$ cat src/rtl/bxr_pkg.sv
package bxr_pkg;

  typedef enum logic [2:0] {
    LM_ISOLATE,
    LM_TO_B_ONLY,
    LM_TO_A_ONLY,
    LM_SELF_HOLD,
    LM_CROSS_STORED,
    LM_MIXED
  } lane_mode_e;

  // A side drives its neighbour's live value only when enabled and not stored
  function automatic logic live_path(input logic drive, input logic sel_stored);
    return drive & ~sel_stored;
  endfunction

  function automatic lane_mode_e lane_mode(input logic drv_a, input logic drv_b,
                                           input logic sel_ab, input logic sel_ba);
    lane_mode_e m;
    if (!drv_a && !drv_b)                 m = LM_ISOLATE;
    else if (drv_b && !drv_a)             m = LM_TO_B_ONLY;
    else if (drv_a && !drv_b)             m = LM_TO_A_ONLY;
    else if (!sel_ab && !sel_ba)          m = LM_SELF_HOLD;
    else if (sel_ab && sel_ba)            m = LM_CROSS_STORED;
    else                                  m = LM_MIXED;
    return m;
  endfunction

endpackage

$ cat src/rtl/bxr_edge.sv
module bxr_edge #(
  parameter int N = 2
) (
  input  logic         clk,
  input  logic         rst_n,
  input  logic [N-1:0] strobe,
  output logic [N-1:0] pulse
);
  logic [N-1:0] strobe_q;

  always_ff @(posedge clk) begin
    if (!rst_n) strobe_q <= '0;
    else        strobe_q <= strobe;
  end

  assign pulse = strobe & ~strobe_q;
endmodule

$ cat src/rtl/bxr_capreg.sv
module bxr_capreg #(
  parameter int W = 8
) (
  input  logic         clk,
  input  logic         rst_n,
  input  logic         load,
  input  logic [W-1:0] d,
  output logic [W-1:0] q
);
  always_ff @(posedge clk) begin
    if (!rst_n)    q <= '0;
    else if (load) q <= d;
  end
endmodule

$ cat src/rtl/bxr_lane.sv
module bxr_lane
  import bxr_pkg::*;
#(
  parameter int LW = 8
) (
  input  logic          clk,
  input  logic          rst_n,
  input  logic [LW-1:0] a_in,
  input  logic [LW-1:0] b_in,
  input  logic          drv_a,
  input  logic          drv_b,
  input  logic          sel_ab,
  input  logic          sel_ba,
  input  logic          load_ab,
  input  logic          load_ba,
  output logic [LW-1:0] a_bus,
  output logic [LW-1:0] b_bus,
  output logic [LW-1:0] stored_ab,
  output logic [LW-1:0] stored_ba,
  output logic          self_hold
);
  lane_mode_e    mode;
  logic          a_live, b_live;
  logic [LW-1:0] a_root, b_root, held;

  assign mode      = lane_mode(drv_a, drv_b, sel_ab, sel_ba);
  assign self_hold = (mode == LM_SELF_HOLD);
  assign a_live    = live_path(drv_a, sel_ba);
  assign b_live    = live_path(drv_b, sel_ab);

  // Value of each side ignoring any live feed from the neighbour
  assign a_root = (drv_a && sel_ba) ? stored_ba : a_in;
  assign b_root = (drv_b && sel_ab) ? stored_ab : b_in;

  always_comb begin
    if (self_hold) begin
      a_bus = held;
      b_bus = held;
    end else begin
      a_bus = a_live ? b_root : a_root;
      b_bus = b_live ? a_root : b_root;
    end
  end

  // Bus keeper: follows the A side, frozen while the lane holds itself
  always_ff @(posedge clk) begin
    if (!rst_n) held <= '0;
    else        held <= a_bus;
  end

  bxr_capreg #(.W(LW)) u_reg_ab (
    .clk(clk), .rst_n(rst_n), .load(load_ab), .d(a_bus), .q(stored_ab)
  );

  bxr_capreg #(.W(LW)) u_reg_ba (
    .clk(clk), .rst_n(rst_n), .load(load_ba), .d(b_bus), .q(stored_ba)
  );
endmodule

$ cat src/rtl/bus_xfer_reg.sv
module bus_xfer_reg #(
  parameter int WIDTH = 16,
  parameter int LANES = 2
) (
  input  logic             clk,
  input  logic             rst_n,
  input  logic [LANES-1:0] cap_ab,
  input  logic [LANES-1:0] cap_ba,
  input  logic [LANES-1:0] sel_ab,
  input  logic [LANES-1:0] sel_ba,
  input  logic [LANES-1:0] oe_ab,
  input  logic [LANES-1:0] oe_ba_n,
  input  logic [WIDTH-1:0] a_in,
  output logic [WIDTH-1:0] a_out,
  output logic [LANES-1:0] a_oe,
  input  logic [WIDTH-1:0] b_in,
  output logic [WIDTH-1:0] b_out,
  output logic [LANES-1:0] b_oe
);
  localparam int LW = WIDTH / LANES;

  logic [LANES-1:0] load_ab, load_ba, drv_a, drv_b;
  logic [WIDTH-1:0] a_bus_w, b_bus_w, stored_ab_w, stored_ba_w;
  logic [LANES-1:0] self_hold_w;

  assign drv_b = oe_ab;
  assign drv_a = ~oe_ba_n;
  assign a_oe  = drv_a;
  assign b_oe  = drv_b;

  bxr_edge #(.N(LANES)) u_edge_ab (.clk(clk), .rst_n(rst_n), .strobe(cap_ab), .pulse(load_ab));
  bxr_edge #(.N(LANES)) u_edge_ba (.clk(clk), .rst_n(rst_n), .strobe(cap_ba), .pulse(load_ba));

  for (genvar l = 0; l < LANES; l++) begin : g_lane
    localparam int LO = l * LW;

    bxr_lane #(.LW(LW)) u_lane (
      .clk       (clk),
      .rst_n     (rst_n),
      .a_in      (a_in[LO +: LW]),
      .b_in      (b_in[LO +: LW]),
      .drv_a     (drv_a[l]),
      .drv_b     (drv_b[l]),
      .sel_ab    (sel_ab[l]),
      .sel_ba    (sel_ba[l]),
      .load_ab   (load_ab[l]),
      .load_ba   (load_ba[l]),
      .a_bus     (a_bus_w[LO +: LW]),
      .b_bus     (b_bus_w[LO +: LW]),
      .stored_ab (stored_ab_w[LO +: LW]),
      .stored_ba (stored_ba_w[LO +: LW]),
      .self_hold (self_hold_w[l])
    );

    assign a_out[LO +: LW] = drv_a[l] ? a_bus_w[LO +: LW] : '0;
    assign b_out[LO +: LW] = drv_b[l] ? b_bus_w[LO +: LW] : '0;
  end
endmodule

$ cat config.mk
export PLATFORM = sky130hd
export DESIGN_NAME = bus_xfer_reg
export DESIGN_NICKNAME = d
export VERILOG_FILES = /design/src/rtl/bxr_pkg.sv /design/src/rtl/bxr_edge.sv /design/src/rtl/bxr_capreg.sv /design/src/rtl/bxr_lane.sv /design/src/rtl/bus_xfer_reg.sv
export SDC_FILE = /design/constraint.sdc
export NUM_CORES = 1
export LEC_CHECK = 0
export ABC_AREA = 1
export BUFFER_PORTS_ARGS = -buffer_cell sky130_fd_sc_hd__buf_4
export CAP_MARGIN = 20
export CORE_MARGIN = 5
export CORE_UTILIZATION = 30
export DETAILED_ROUTE_END_ITERATION = 16
export GPL_ROUTABILITY_DRIVEN = 0
export PLACE_DENSITY = 0.5
export SETUP_SLACK_MARGIN = 0.2
export SLEW_MARGIN = 20
export SYNTH_ARGS = -nofsm -noshare
export SYNTH_HDL_FRONTEND = slang
export SYNTH_SLANG_ARGS = --single-unit
$ cat constraint.sdc
create_clock -name clk -period 1.33 [get_ports clk]
set_input_delay 0 -clock clk [delete_from_list [all_inputs] [get_ports clk]]
set_output_delay 0 -clock clk [all_outputs]
set_load 0.02 [all_outputs]
==> flow_summary_export.csv <==
group,metric,value,unit
drt,wl,10300,µm
cells_and_area,antenna_cells,0,
setup_path,crit_chain,"nand3_2 > nand2_2 > nand2_2 > a31oi_4 > buf_6",
synth,synth_largest_area_cell,"dfxtp_1",
grt,antenna_found_initial,0,
clock_tree,cts_tree,"built",
placement,postPlaceCellArea,3840,µm²
synth,async_reset_ff_share,0,%
synth,synthTopCellsByArea,"dfxtp_1, nand2_1, inv_1",
synth,synth_warnings,0,
synth,synth_top_area_share,32.0,%
die,die_area,13000,µm²
timing,tightest_slew,0.323,ns
clock_tree,cts_buffers,5,
drt,via_count,3420,
die,coreArea,10700,µm²
drt,vias_per_cell,4.53,
cells_and_area,n_fill_cell,1107,
pwr,powerDensity,823,nW/µm²
setup_path,critPathArrivalTime,1.25,ns
synth,synth_ff_type,"dfxtp_1",
cells_and_area,drive_above_1_share,50.7,%
cells_and_area,syn_to_final_growth,48.8,%
placement,preCtsSetupSlack,0.190,ns
timing,fin_tns_setup,0,ns
setup_path,slowest_delay,0.35,ns
outcome,status,"completed",
synth,yosys-top-cells-count,"nand2_1, inv_1, nor2_1, dfxtp_1, nand3_1",
grt,grt_overflow,0,
placement,dp_hpwl,7150,µm
clock_tree,clk_pin_slew,0.09,ns
clock_tree,cts_root_buffer,"clkbuf_8",
grt,grt_pass1_wl,15900,µm
pwr,power,0.00398,W
setup_path,worstSetupEndpointType,"output port",
pwr,pwr-share-seq,43.9,%
synth,synthCells,506,
timing,period_share,94.2,%
synth,ys_ff_latch,52,
pwr,p_sw,0.00131,W
grt,grt_max_degree,20,
pwr,leakagePower,2.53,nW
synth,seq_area_frac_synth,32.0,%
timing,drv_slew,0,
die,dieWidth,114,µm
drt,drt_first_iter_violations,150,
cells_and_area,fin_area,4830,µm²
synth,synth_cell_types,23,
clock_tree,clock-sinks,52,
pwr,cellInternalPower,0.00266,W
cells_and_area,nets,660,
timing,fin_skew,0.00612,ns
pwr,ir_drop,0.422,mV
drt,drt-pass1-iter-count,4,
drt,antenna_left,0,
setup_path,critPathLaunchType,"flop",
placement,numPortBuffers,81,
setup_path,critPathRequiredTime,1.33,ns
synth,synth_nets,552,
setup_path,cpLargestDelayFamily,"flip-flops",
pwr,pwr-share-clk,23.6,%
drt,wl_per_cell,13.7,µm
setup_path,cp_num_buf_inv,1,
clock_tree,insertion_delay,0.29,ns
setup_path,worst-setup-path-type,"reg2out",
grt,grt.total_usage,15.2,%
grt,grt_pass1_vias,3184,
clock_tree,cts.path.max_buffers,2,
timing,setup_ws,0.0766,ns
drt,drcViolationCount,0,
timing,setup_viol,0,
die,num_io_pins,82,
pwr,power_switching_share,33.0,%
clock_tree,h-tree-depth,2,
timing,rsz0062_at_grt,"true",
synth,synth_edf_count,0,
setup_path,crit_fanout,2,
worst_hold_path,hp-class,"in2reg",
synth,netlist_area,3250,µm²
timing,hold_viol,0,
job,cap_violations,0,
timing,max_slew_margin,78.4,%
die,start_util,30.2,%
die,row_count,38,
die,die_h,114,µm
setup_path,crit_slowest_cell,"dfxtp_2",
synth,syn_avg_cell_area,6.42,µm²
timing,min_period,1.25,ns
pwr,combPwrFrac,32.5,%
timing,fmax,798,MHz
synth,yosysMostFrequentCell,"nand2_1",
setup_path,crit_top_cell,"nand2_2",
==> placed cells by master (no fill, tap or decap), types with 4 or more instances in the layout <==
cell and instances:
dlygate4sd3_1 4, nor2_1 63, a31oi_4 7, nand4_1 16, a31oi_2 5, buf_6 24, buf_4 99, nand2_1 88
nand3_1 21, nand2_2 59, nor2_8 4, nand3_2 37, nand3_4 6, dfxtp_2 32, o21ai_0 16, clkbuf_8 6
inv_2 22, inv_1 69, a31oi_1 4, dfxtp_1 20, nor2_2 5
==> worst min-delay path, delay by kind of cell <==
family        cells  cell delay, ns
buf+inv           2            0.22
simple gates      1            0.09
==> repair_timing <==
item                                    CTS  global route
buffers inserted                         19            16
endpoints found under the setup margin   32            39
endpoints found under the hold margin     4             0
gates cloned                              0             1
pin swaps                                43            44
hold buffers                              4             0
gates resized for setup                 116            77
==> logic make-up after synthesis <==
group,after synthesis,synth area share [%]
compound gates,32,5.55
buf+inv,122,19.1
flops,52,32.0
simple gates,300,43.3
==> final timing paths <==
path,start,to,slack (ns),depth (start not counted)
setup reg to reg,g_lane[0].u_lane.u_reg_ba.q[1],g_lane[0].u_lane.u_reg_ab.q[1],0.17,8
setup / recovery,g_lane[1].u_lane.u_reg_ba.q[7],b_out[15],0.08,5
hold / removal,rst_n,u_edge_ba.strobe_q[0],0.05,3
hold reg to reg,g_lane[0].u_lane.u_reg_ab.q[1],g_lane[0].u_lane.u_reg_ab.q[1],0.52,2
==> routing by layer <==
layer	wire (µm)	GRT usage, %	up-vias
met4	125	3.48	0
met2	4520	21.7	70
met1	5240	23.4	1574
met3	430	2.80	8
met5	0	0	-
li1	-	-	1768
==> area by class of cell <==
type | instances | area, µm² | area share (%)
Multi-Input combinational cell | 332 | 2060 | 42.5
Sequential cell | 52 | 1080 | 22.4
Timing Repair Buffer | 128 | 1060 | 21.9
Inverter | 95 | 374 | 7.74
Tap cell | 140 | 175 | 3.62
Clock buffer | 8 | 90.1 | 1.86
==> sequential cells by signal (all words and copies together), names as in the netlist <==
name and count:
u_edge_ab.strobe_q 2, g_lane.u_lane.held 16, u_edge_ba.strobe_q 2, g_lane.u_lane.u_reg_ba.q 16, g_lane.u_lane.u_reg_ab.q 16
==> metrics by stage <==
stage	util (%)	std cells	hold slack, ns
finish	45.0	755	0.0478
global route	45.0	755	0.0423
CTS	41.9	738	0.0236
detailed placement	35.7	707	0.192
global placement	35.7	707	0.186
floorplan	-	506	0.0935
==> power groups by stage <==
stage               clock [W]  sequential, W  combinational [W]
floorplan                   0        0.00175           0.000667
global placement            0        0.00176           0.000977
detailed placement          0        0.00176           0.000977
CTS                  0.000989        0.00174            0.00116
global route          0.00104        0.00176            0.00142
finish               0.000939        0.00175            0.00129
No activity file was read; power rests on OpenSTA's default activity.
